[config.mk]
export PLATFORM = sky130hd
export DESIGN_NAME = smb_host_engine
export DESIGN_NICKNAME = d
export VERILOG_FILES = /design/src/rtl/smb_host_pkg.sv /design/src/rtl/smb_regfile.sv /design/src/rtl/smb_seq.sv /design/src/rtl/smb_host_engine.sv
export SDC_FILE = /design/constraint.sdc
export NUM_CORES = 1
export LEC_CHECK = 0
export BUFFER_PORTS_ARGS = -buffer_cell sky130_fd_sc_hd__buf_4
export CORE_ASPECT_RATIO = 1.4
export CORE_MARGIN = 2
export CORE_UTILIZATION = 39
export CTS_CLUSTER_DIAMETER = 200
export CTS_CLUSTER_SIZE = 25
export DETAILED_ROUTE_END_ITERATION = 10
export GPL_TIMING_DRIVEN = 0
export PLACE_DENSITY = 0.62
export SKIP_CTS_REPAIR_TIMING = 1
export SLEW_MARGIN = 25
export SYNTH_ARGS = -nofsm -noshare
export SYNTH_HDL_FRONTEND = slang
export SYNTH_SLANG_ARGS = --single-unit
[constraint.sdc]
create_clock -name clk -period 2.9 [get_ports clk]
set_clock_uncertainty 0.2 [all_clocks]
set_input_delay 0.58 -clock clk [delete_from_list [all_inputs] [get_ports clk]]
set_output_delay 0.58 -clock clk [all_outputs]
set_load 0.005 [all_outputs]
[src/rtl/smb_host_pkg.sv]
package smb_host_pkg;

    typedef enum logic [2:0] {
        OP_START_WR = 3'd0,
        OP_START_RD = 3'd1,
        OP_SEND     = 3'd2,
        OP_RECV     = 3'd3,
        OP_NACK     = 3'd4,
        OP_STOP     = 3'd5
    } bus_op_e;

    typedef enum logic [3:0] {
        S_IDLE, S_ADDR, S_CMD, S_WD0, S_WD1, S_WLEN, S_WBLK,
        S_RADDR, S_RD0, S_RD1, S_RLEN, S_RBLK, S_NACK, S_STOP
    } seq_st_e;

    localparam logic [2:0] REG_STAT = 3'd0;
    localparam logic [2:0] REG_CTRL = 3'd2;
    localparam logic [2:0] REG_CMD  = 3'd3;
    localparam logic [2:0] REG_ADDR = 3'd4;
    localparam logic [2:0] REG_DAT0 = 3'd5;
    localparam logic [2:0] REG_DAT1 = 3'd6;
    localparam logic [2:0] REG_BLK  = 3'd7;

    localparam int CTRL_GO_BIT = 6;

    localparam logic [2:0] PR_QUICK = 3'd0;
    localparam logic [2:0] PR_BYTE  = 3'd1;
    localparam logic [2:0] PR_BDATA = 3'd2;
    localparam logic [2:0] PR_WORD  = 3'd3;
    localparam logic [2:0] PR_BLOCK = 3'd5;

    // Write strobes from the sequencer into the register file
    typedef struct packed {
        logic       wr_d0;
        logic       wr_d1;
        logic       wr_buf;
        logic [7:0] data;
    } seq_wr_t;

    // Completion events reported to the status bits
    typedef struct packed {
        logic done;
        logic dev_err;
        logic proto_err;
    } seq_evt_t;

    function automatic logic proto_known(input logic [2:0] p);
        return (p == PR_QUICK) || (p == PR_BYTE) || (p == PR_BDATA) ||
               (p == PR_WORD) || (p == PR_BLOCK);
    endfunction

    function automatic logic [7:0] clamp_len(input logic [7:0] v, input logic [7:0] lim);
        return (v > lim) ? lim : v;
    endfunction

endpackage

[src/rtl/smb_regfile.sv]
module smb_regfile
    import smb_host_pkg::*;
#(
    parameter int BUF_DEPTH = 32,
    parameter int IDX_W     = 5
) (
    input  logic             clk,
    input  logic             rst,
    input  logic             reg_wr,
    input  logic             reg_rd,
    input  logic [2:0]       reg_addr,
    input  logic [7:0]       reg_wdata,
    output logic [7:0]       reg_rdata,
    input  logic             busy,
    input  seq_wr_t          seq_wr,
    input  logic [IDX_W-1:0] seq_idx,
    input  seq_evt_t         ev,
    output logic             start_req,
    output logic [2:0]       start_prot,
    output logic [7:0]       cmd_q,
    output logic [7:0]       addr_q,
    output logic [7:0]       d0_q,
    output logic [7:0]       d1_q,
    output logic [7:0]       seq_buf_data
);

    logic [4:0]       ctl_q;
    logic             done_q, perr_q, derr_q;
    logic [IDX_W-1:0] blk_idx;
    logic [7:0]       blk_mem [BUF_DEPTH];

    logic wr_stat, wr_ctrl, rd_ctrl, blk_acc, host_blk_wr;

    assign wr_stat     = reg_wr && (reg_addr == REG_STAT);
    assign wr_ctrl     = reg_wr && (reg_addr == REG_CTRL) && !busy;
    assign rd_ctrl     = reg_rd && (reg_addr == REG_CTRL);
    assign host_blk_wr = reg_wr && (reg_addr == REG_BLK);
    assign blk_acc     = (reg_wr || reg_rd) && (reg_addr == REG_BLK);

    assign start_req    = wr_ctrl && reg_wdata[CTRL_GO_BIT];
    assign start_prot   = reg_wdata[4:2];
    assign seq_buf_data = blk_mem[seq_idx];

    // Plain registers; sequencer results take priority over host writes
    always_ff @(posedge clk) begin
        if (rst) begin
            ctl_q <= '0;
            cmd_q <= '0;
            addr_q <= '0;
            d0_q <= '0;
            d1_q <= '0;
        end else begin
            if (wr_ctrl) ctl_q <= reg_wdata[4:0];
            if (reg_wr && reg_addr == REG_CMD)  cmd_q  <= reg_wdata;
            if (reg_wr && reg_addr == REG_ADDR) addr_q <= reg_wdata;
            if (seq_wr.wr_d0) d0_q <= seq_wr.data;
            else if (reg_wr && reg_addr == REG_DAT0) d0_q <= reg_wdata;
            if (seq_wr.wr_d1) d1_q <= seq_wr.data;
            else if (reg_wr && reg_addr == REG_DAT1) d1_q <= reg_wdata;
        end
    end

    // Sticky status flags: clear on status write, events win on collision
    always_ff @(posedge clk) begin
        if (rst) begin
            done_q <= 1'b0;
            perr_q <= 1'b0;
            derr_q <= 1'b0;
        end else begin
            done_q <= (done_q && !wr_stat) || ev.done;
            perr_q <= (perr_q && !wr_stat) || ev.proto_err;
            derr_q <= (derr_q && !wr_stat) || ev.dev_err;
        end
    end

    // Block port index: reset has priority over stepping
    always_ff @(posedge clk) begin
        if (rst) begin
            blk_idx <= '0;
        end else if (wr_stat || rd_ctrl) begin
            blk_idx <= '0;
        end else if (blk_acc) begin
            blk_idx <= (blk_idx == IDX_W'(BUF_DEPTH - 1)) ? '0 : blk_idx + 1'b1;
        end
    end

    always_ff @(posedge clk) begin
        if (rst) begin
            for (int i = 0; i < BUF_DEPTH; i++) blk_mem[i] <= '0;
        end else begin
            if (host_blk_wr) blk_mem[blk_idx] <= reg_wdata;
            if (seq_wr.wr_buf) blk_mem[seq_idx] <= seq_wr.data;
        end
    end

    always_comb begin
        case (reg_addr)
            REG_STAT: reg_rdata = {4'b0000, derr_q, perr_q, done_q, busy};
            REG_CTRL: reg_rdata = {3'b000, ctl_q};
            REG_CMD:  reg_rdata = cmd_q;
            REG_ADDR: reg_rdata = addr_q;
            REG_DAT0: reg_rdata = d0_q;
            REG_DAT1: reg_rdata = d1_q;
            REG_BLK:  reg_rdata = blk_mem[blk_idx];
            default:  reg_rdata = 8'h00;
        endcase
    end

    assert_ctl_frozen_R12: assert property (@(posedge clk) disable iff (rst)
        (busy && reg_wr && reg_addr == REG_CTRL) |=> $stable(ctl_q));

    assert_stat_clear_R9: assert property (@(posedge clk) disable iff (rst)
        (wr_stat && !ev.done && !ev.dev_err && !ev.proto_err) |=> (!done_q && !perr_q && !derr_q));

    assert_idx_home_R8: assert property (@(posedge clk) disable iff (rst)
        (reg_rd && reg_addr == REG_CTRL) |=> (blk_idx == '0));

endmodule

[src/rtl/smb_seq.sv]
module smb_seq
    import smb_host_pkg::*;
#(
    parameter int BUF_DEPTH = 32,
    parameter int IDX_W     = 5,
    parameter int LEN_W     = 6
) (
    input  logic             clk,
    input  logic             rst,
    input  logic             start_req,
    input  logic [2:0]       start_prot,
    input  logic [7:0]       addr_q,
    input  logic [7:0]       cmd_q,
    input  logic [7:0]       d0_q,
    input  logic [7:0]       d1_q,
    input  logic [7:0]       buf_data,
    output logic             op_valid,
    output bus_op_e          op_kind,
    output logic [7:0]       op_byte,
    input  logic             op_ready,
    input  logic             op_ack,
    input  logic [7:0]       op_rdata,
    output logic             busy,
    output seq_wr_t          seq_wr,
    output logic [IDX_W-1:0] seq_idx,
    output seq_evt_t         ev
);

    localparam logic [7:0] DEPTH8 = 8'(BUF_DEPTH);

    seq_st_e    st, nxt;
    logic [2:0] prot_q;
    logic       rd_q;
    logic [6:0] addr7_q;
    logic [LEN_W-1:0] cnt, len_q;

    logic       fire, need_ack, first_rd, launch, last_blk;
    logic [7:0] wlen8, rlen8;

    assign busy     = (st != S_IDLE);
    assign op_valid = busy;
    assign fire     = op_valid && op_ready;
    assign launch   = (st == S_IDLE) && start_req && proto_known(start_prot);
    assign first_rd = rd_q && (prot_q == PR_QUICK || prot_q == PR_BYTE);
    assign wlen8    = clamp_len(d0_q, DEPTH8);
    assign rlen8    = (op_rdata > DEPTH8) ? 8'd0 : op_rdata;
    assign last_blk = (LEN_W'(cnt + 1'b1) == len_q);
    assign seq_idx  = cnt[IDX_W-1:0];

    always_comb begin
        need_ack = 1'b0;
        case (st)
            S_ADDR, S_RADDR, S_CMD, S_WD0, S_WD1, S_WLEN, S_WBLK: need_ack = 1'b1;
            default: need_ack = 1'b0;
        endcase
    end

    // Operation offered in each state
    always_comb begin
        op_kind = OP_STOP;
        op_byte = 8'h00;
        case (st)
            S_ADDR: begin
                op_kind = first_rd ? OP_START_RD : OP_START_WR;
                op_byte = {addr7_q, first_rd};
            end
            S_RADDR: begin
                op_kind = OP_START_RD;
                op_byte = {addr7_q, 1'b1};
            end
            S_CMD:  begin op_kind = OP_SEND; op_byte = cmd_q;    end
            S_WD0:  begin op_kind = OP_SEND; op_byte = d0_q;     end
            S_WD1:  begin op_kind = OP_SEND; op_byte = d1_q;     end
            S_WLEN: begin op_kind = OP_SEND; op_byte = wlen8;    end
            S_WBLK: begin op_kind = OP_SEND; op_byte = buf_data; end
            S_RD0, S_RD1, S_RLEN, S_RBLK: op_kind = OP_RECV;
            S_NACK: op_kind = OP_NACK;
            default: op_kind = OP_STOP;
        endcase
    end

    always_comb begin
        nxt = st;
        if (st == S_IDLE) begin
            if (launch) nxt = S_ADDR;
        end else if (fire) begin
            if (need_ack && !op_ack) begin
                nxt = S_STOP;
            end else begin
                case (st)
                    S_ADDR: begin
                        if (prot_q == PR_QUICK)     nxt = S_STOP;
                        else if (prot_q == PR_BYTE) nxt = rd_q ? S_RD0 : S_CMD;
                        else                        nxt = S_CMD;
                    end
                    S_CMD: begin
                        if (prot_q == PR_BYTE)       nxt = S_STOP;
                        else if (rd_q)               nxt = S_RADDR;
                        else if (prot_q == PR_BLOCK) nxt = S_WLEN;
                        else                         nxt = S_WD0;
                    end
                    S_WD0:   nxt = (prot_q == PR_WORD) ? S_WD1 : S_STOP;
                    S_WD1:   nxt = S_STOP;
                    S_WLEN:  nxt = (wlen8 == 8'd0) ? S_STOP : S_WBLK;
                    S_WBLK:  nxt = last_blk ? S_STOP : S_WBLK;
                    S_RADDR: nxt = (prot_q == PR_BLOCK) ? S_RLEN : S_RD0;
                    S_RD0:   nxt = (prot_q == PR_WORD) ? S_RD1 : S_NACK;
                    S_RD1:   nxt = S_NACK;
                    S_RLEN:  nxt = (rlen8 == 8'd0) ? S_NACK : S_RBLK;
                    S_RBLK:  nxt = last_blk ? S_NACK : S_RBLK;
                    S_NACK:  nxt = S_STOP;
                    default: nxt = S_IDLE;
                endcase
            end
        end
    end

    always_ff @(posedge clk) begin
        if (rst) begin
            st      <= S_IDLE;
            prot_q  <= '0;
            rd_q    <= 1'b0;
            addr7_q <= '0;
            cnt     <= '0;
            len_q   <= '0;
        end else begin
            st <= nxt;
            if (launch) begin
                prot_q  <= start_prot;
                rd_q    <= addr_q[0];
                addr7_q <= addr_q[7:1];
            end
            if (fire) begin
                case (st)
                    S_WLEN: begin len_q <= wlen8[LEN_W-1:0]; cnt <= '0; end
                    S_RLEN: begin len_q <= rlen8[LEN_W-1:0]; cnt <= '0; end
                    S_WBLK, S_RBLK: cnt <= cnt + 1'b1;
                    default: ;
                endcase
            end
        end
    end

    always_comb begin
        seq_wr.wr_d0  = fire && (st == S_RD0 || st == S_RLEN);
        seq_wr.wr_d1  = fire && (st == S_RD1);
        seq_wr.wr_buf = fire && (st == S_RBLK);
        seq_wr.data   = (st == S_RLEN) ? rlen8 : op_rdata;
        ev.done       = fire && (st == S_STOP);
        ev.dev_err    = fire && need_ack && !op_ack;
        ev.proto_err  = (st == S_IDLE) && start_req && !proto_known(start_prot);
    end

    assert_op_hold_R13: assert property (@(posedge clk) disable iff (rst)
        (op_valid && !op_ready) |=> (op_valid && $stable(op_kind)));

    assert_stop_last_R13: assert property (@(posedge clk) disable iff (rst)
        $fell(busy) |-> ($past(op_kind) == OP_STOP));

    assert_one_store_R7: assert property (@(posedge clk) disable iff (rst)
        $onehot0({seq_wr.wr_d0, seq_wr.wr_d1, seq_wr.wr_buf}));

    assert_len_cap_R7: assert property (@(posedge clk) disable iff (rst)
        (len_q <= LEN_W'(BUF_DEPTH)));

    assert_start_gated_R12: assert property (@(posedge clk) disable iff (rst)
        busy |-> !start_req);

    assert_bad_code_idle_R10: assert property (@(posedge clk) disable iff (rst)
        (start_req && !proto_known(start_prot)) |=> !busy);

endmodule

[src/rtl/smb_host_engine.sv]
module smb_host_engine
    import smb_host_pkg::*;
#(
    parameter int BUF_DEPTH = 32
) (
    input  logic       clk,
    input  logic       rst,
    input  logic       reg_wr,
    input  logic       reg_rd,
    input  logic [2:0] reg_addr,
    input  logic [7:0] reg_wdata,
    output logic [7:0] reg_rdata,
    output logic       op_valid,
    output logic [2:0] op_kind,
    output logic [7:0] op_byte,
    input  logic       op_ready,
    input  logic       op_ack,
    input  logic [7:0] op_rdata
);

    localparam int IDX_W = (BUF_DEPTH > 1) ? $clog2(BUF_DEPTH) : 1;
    localparam int LEN_W = $clog2(BUF_DEPTH + 1);

    logic             busy, start_req;
    logic [2:0]       start_prot;
    logic [7:0]       cmd_q, addr_q, d0_q, d1_q, buf_data;
    logic [IDX_W-1:0] seq_idx;
    seq_wr_t          seq_wr;
    seq_evt_t         ev;
    bus_op_e          kind_e;

    assign op_kind = kind_e;

    smb_regfile #(.BUF_DEPTH(BUF_DEPTH), .IDX_W(IDX_W)) u_regs (
        .clk(clk), .rst(rst),
        .reg_wr(reg_wr), .reg_rd(reg_rd), .reg_addr(reg_addr),
        .reg_wdata(reg_wdata), .reg_rdata(reg_rdata),
        .busy(busy), .seq_wr(seq_wr), .seq_idx(seq_idx), .ev(ev),
        .start_req(start_req), .start_prot(start_prot),
        .cmd_q(cmd_q), .addr_q(addr_q), .d0_q(d0_q), .d1_q(d1_q),
        .seq_buf_data(buf_data)
    );

    smb_seq #(.BUF_DEPTH(BUF_DEPTH), .IDX_W(IDX_W), .LEN_W(LEN_W)) u_seq (
        .clk(clk), .rst(rst),
        .start_req(start_req), .start_prot(start_prot),
        .addr_q(addr_q), .cmd_q(cmd_q), .d0_q(d0_q), .d1_q(d1_q),
        .buf_data(buf_data),
        .op_valid(op_valid), .op_kind(kind_e), .op_byte(op_byte),
        .op_ready(op_ready), .op_ack(op_ack), .op_rdata(op_rdata),
        .busy(busy), .seq_wr(seq_wr), .seq_idx(seq_idx), .ev(ev)
    );

endmodule

# After elaboration in Yosys (flattened, before gate mapping)
# Memory sizes are Yosys's and may differ from the RTL's. A register that Yosys moved wholly into a read port is not among the register bits.
# Cells that the tools add are included.
# word_totals
reg_bits	72
ramBits	256
inputBits	25
output_inout_bits	20
wordCells	165
memories	1
# memory_table
name	words	width	read_ports	rd_clocked_by_memory_dff	write_ports	line_no	rtl
u_regs.blk_mem	32	8	2	2	32	smb_regfile.sv:30	logic [7:0] blk_mem [BUF_DEPTH];
# op_classes
n_addsub	2
magnitude_cmp	2
n_eq_ne	29
mux	51
reduce_logical	65
# op_table
cell	count
8-bit case mux with 7 select lines	2
8-bit 2-to-1 mux	9
4-bit 2-to-1 mux	12
4-bit case mux with 11 select lines	1
5-bit 2-to-1 mux	7
1-bit logical AND	26
4-bit == test, second input constant	6
6-bit case mux with 2 select lines	2
3-bit == test, second input constant	6
4-bit by 3-bit == test with 1-bit output, second input constant	4
8-bit by 6-bit greater-than comparator with 1-bit output, second input constant	2
8-bit zero test	2
8-bit OR reduction	2
3-bit by 2-bit == test with 1-bit output, second input constant	5
3-bit case mux with 5 select lines	1
1-bit 2-to-1 mux	12
3-bit 2-to-1 mux	4
1-bit logical OR	11
2-bit nonzero test	5
3-bit zero test	3
4-bit by 2-bit == test with 1-bit output, second input constant	2
2-bit OR reduction	4
7-bit OR reduction	1
6-bit by 1-bit adder with 6-bit output, second input constant	1
13 further kinds	19

# Longest topological paths before layout
# depth
depth_word	8
ltp_mapped	9
ltp_nobuf	7

# By module
# From an unflattened synthesis, not the netlist that was laid out.
# hier_totals
cells_unflattened	1677
hier_area_um2	20005.4
# by_module_without_submodules
mod	n_inst	cells_per_inst	area_each_um2	seq_area_each_um2
smb_regfile	1	1370	17718.2	8688.3
smb_seq	1	307	2287.2	540.5

# Worst setup path after synthesis
# OpenSTA, ideal clock, no wires.
# synth_path
kind	register to output
from	reg (tool-made name)
to	out op_byte[2]
arrival_time_ns	2.099
required_time_ns	2.120
path_slack_ns	0.021
stages_incl_launch_ff	9
n_path_buf	3
path_cell_list	dfxtp_1 > buf_4 > buf_2 > buf_2 > mux4_2 > mux2i_1 > o32ai_1 > a311oi_1 > nand2_1
# synth_rtl
element	line_no	rtl
end: declaration	smb_host_engine.sv:15	output logic [7:0] op_byte,

==> metrics <==
Tcrit/Tclk final=1.36; Slew @ Worst Pin=1.27 ns; clock period minus final worst setup slack=3.96 ns; FF-to-FF Start=u_regs.blk_idx[0]; Area Overhead vs Synth=18.6%; CTS tree=built; number of flops mapped to enable cells by yosys=around 260; first drt pass iteration count=6; Initial Utilization=0.392; largest net degree at the start of global routing=27; H-tree depth=1; Slew Limit Fails=0; Seq/Total Area, Yosys=0.458; IO Port Bufs=35; Placed Area=approximately 22000 sq um; Hold Path Class=input pin to flip-flop; Worst EP arrival=3.18 ns; Via Count=18800; Slew HR=0.152; Critical Path Fanout Max=10; status=finished with violations; initial antenna violation count=1; drt wl/cell=42.7 um; WS Path Type=flip-flop to primary output; Fin Setup TNS=-12.28 ns; gpl congestion=1.08; clock sink total=about 340; Vias/cell=7.30; CTS Buf Count=17; num rows=99; boundary pin count=45; drt initial violations=2322; Root Driver=clkbuf_16; final setup slack of the worst path=-1.06 ns; DIE HEIGHT=between 200 and 300 um; number of synthesized register bits=338; number of cells on the critical path=7; Synth Flop Type=edfxtp_1; Cells after Synth=1772; Pwr Total=0.0112 W; Max Freq=253 MHz; dpl hpwl=82600 um; die width=approximately 200 um; power density over cell area=463 nW/um^2; CP required=2.12 ns; CP max stage cell=clkbuf_2; GR Overflow Total=0; Max Cap Viol=0; depth of the worst hold-timing path=3; Netlist cell types=76; hold violation total from the final report=0; Post-Syn Area=20400 sq um; Clock Path Buffers=3; FF-to-FF path depth=6; Core ar.=around 52000 sq um; Post-Route WL=roughly 110000 um; Yosys warnings=0; fraction of registers with async set or reset after synthesis=0; Finished Cell Area=between 20000 and 25000 sq um; fin nets=1938; share of cells above drive strength 1=0.309; # setup viols final=30; VDD IR max=roughly 0.33 mV; leakage power=8.04 nW; DR DRC count=0; CTS clk-pin slew, worst paths=approximately 0.12 ns; first-pass GRT wire length=between 100000 and 150000 um; Critical Path, Cell by Cell=clkbuf_2, mux4_2, mux2i_4, o32ai_2, a311oi_2, nand2_1, buf_6; family with the most delay on the worst path=multiplexers; Synth Area per Inst=between 10 and 15 sq um; Critical Path End Type=primary output; worst hold slack=0.165 ns; CP peak stage delay=0.54 ns; number of global-route vias before repair=17600; unrepaired setup endpoints after global routing=yes; DRT antenna net count=0; total nets after synthesis=around 1800; full die area=about 54000 sq um; CP bufs+invs=2; Core Util, Final=0.465; crit start category=flip-flop; GRT Total Usage=0.401; failing checks=setup timing; Clock Latency Late Sink=0.57 ns; HP Start=op_rdata[0]
[logic make-up after synthesis]
logic type | count (synthesis) | share of synthesized area
buffers and inverters | 191 | 0.0441
DFF | 338 | 0.458
muxes | 202 | 0.182
xor gates and xnor gates | 7 | 0.00301
adders and majority gates | 9 | 0.00553
and+or+nand+nor | 531 | 0.132
AOI/OAI and AO/OA | 494 | 0.175
[tightest hold or removal path: cells and delay by family]
kind / cells / cell delay (ns)
compound gates: 2 / 0.17
buf+inv: 1 / 0.15
[flip-flops by register name (all words and copies together), names as in the netlist, named ones only]
name and cells:
u_regs.derr_q 1, u_seq.addr7_q 7, u_seq.len_q 6, u_regs.cmd_q 8, u_regs.ctl_q 5, u_regs.done_q 1
u_regs.addr_q 8, u_regs.blk_idx 5, u_regs.blk_mem 256, u_regs.d1_q 8, u_regs.d0_q 8, u_seq.rd_q 1
u_seq.prot_q 3, u_seq.cnt 6, u_regs.perr_q 1, u_seq.st 4
[where the power goes]
group | internal (W) | switching (W)
Clock | 0.00113 | 0.00179
Sequential | 0.00540 | 0.000238
Combinational | 0.000935 | 0.00168
Total | 0.00747 | 0.00371
[metrics by stage]
stage               setup WS [ns]  cells
finish                      -1.06   2573
global placement            -1.94   2463
CTS                         -2.48   2504
floorplan                  0.0213   1772
detailed placement          -1.88   2475
global route                -1.03   2570
[synth_stat cells, drive strengths merged (19+ instances only)]
master	n	area [sq um]
edfxtp	256	7690
nand3	157	786
o21ai	144	856
mux4	133	3000
a22o	132	1160
nor2	117	454
clkbuf	110	415
nand2	110	443
dfxtp	82	1640
buf	65	417
a21oi	61	305
mux2i	50	500
nor3	39	235
a211oi	36	270
a22oi	23	173
nor2b	21	131
mux2	19	214
[layout by cell type, fill, tap and decap left out, types with 10 or more instances in the layout]
| cell type | n |
|---|---|
| edfxtp_1 | 256 |
| nand3_1 | 151 |
| mux4_2 | 133 |
| a22o_1 | 132 |
| o21ai_0 | 101 |
| buf_4 | 100 |
| nand2_1 | 93 |
| nor2_1 | 88 |
| clkbuf_1 | 74 |
| dfxtp_1 | 73 |
| a21oi_1 | 59 |
| buf_6 | 41 |
| mux2i_1 | 41 |
| o21ai_2 | 38 |
| a211oi_1 | 33 |
| clkbuf_2 | 25 |
| clkbuf_16 | 21 |
| nor2b_1 | 17 |
| nor2_2 | 17 |
| a22oi_1 | 17 |
| nor3_2 | 17 |
| buf_2 | 14 |
| mux2_2 | 14 |
| inv_1 | 13 |
| buf_12 | 13 |
| nor3_1 | 12 |
| nor2_4 | 12 |
| or3_1 | 11 |
| nand3b_1 | 11 |
| nand2_2 | 11 |
| clkbuf_4 | 10 |
| nor3_4 | 10 |
| o221ai_2 | 10 |
[layer usage]
| layer | global-route usage | up-vias | wire (um) |
|---|---|---|---|
| li1 | - | 7317 | - |
| met1 | 0.437 | 9453 | 35200 |
| met2 | 0.651 | 1537 | 50700 |
| met3 | 0.0878 | 468 | 11200 |
| met4 | 0.369 | 0 | 12800 |
| met5 | 0 | - | 0 |
[final timing paths]
path                                        endpoint  slack [ns]
worst min-delay path                  u_regs.d0_q[0]        0.16
worst max register to register  u_regs.blk_mem[6][6]        0.01
worst min register to register       u_regs.cmd_q[1]        0.28
worst max-delay path                      op_byte[3]       -1.06
[final cells by class]
type / count / area (sq um)
clock inverter: 1 / 16.3
sequential: 338 / 9340
multi-input combinational: 1243 / 11000
fill: 4791 / 27800
clock buffer: 28 / 467
inverter: 15 / 56.3
buffer: 171 / 1260
tap: 656 / 821
timing repair buffer: 118 / 1120
antenna: 3 / 7.51
Note: power is estimated with default switching activity, not from simulation.
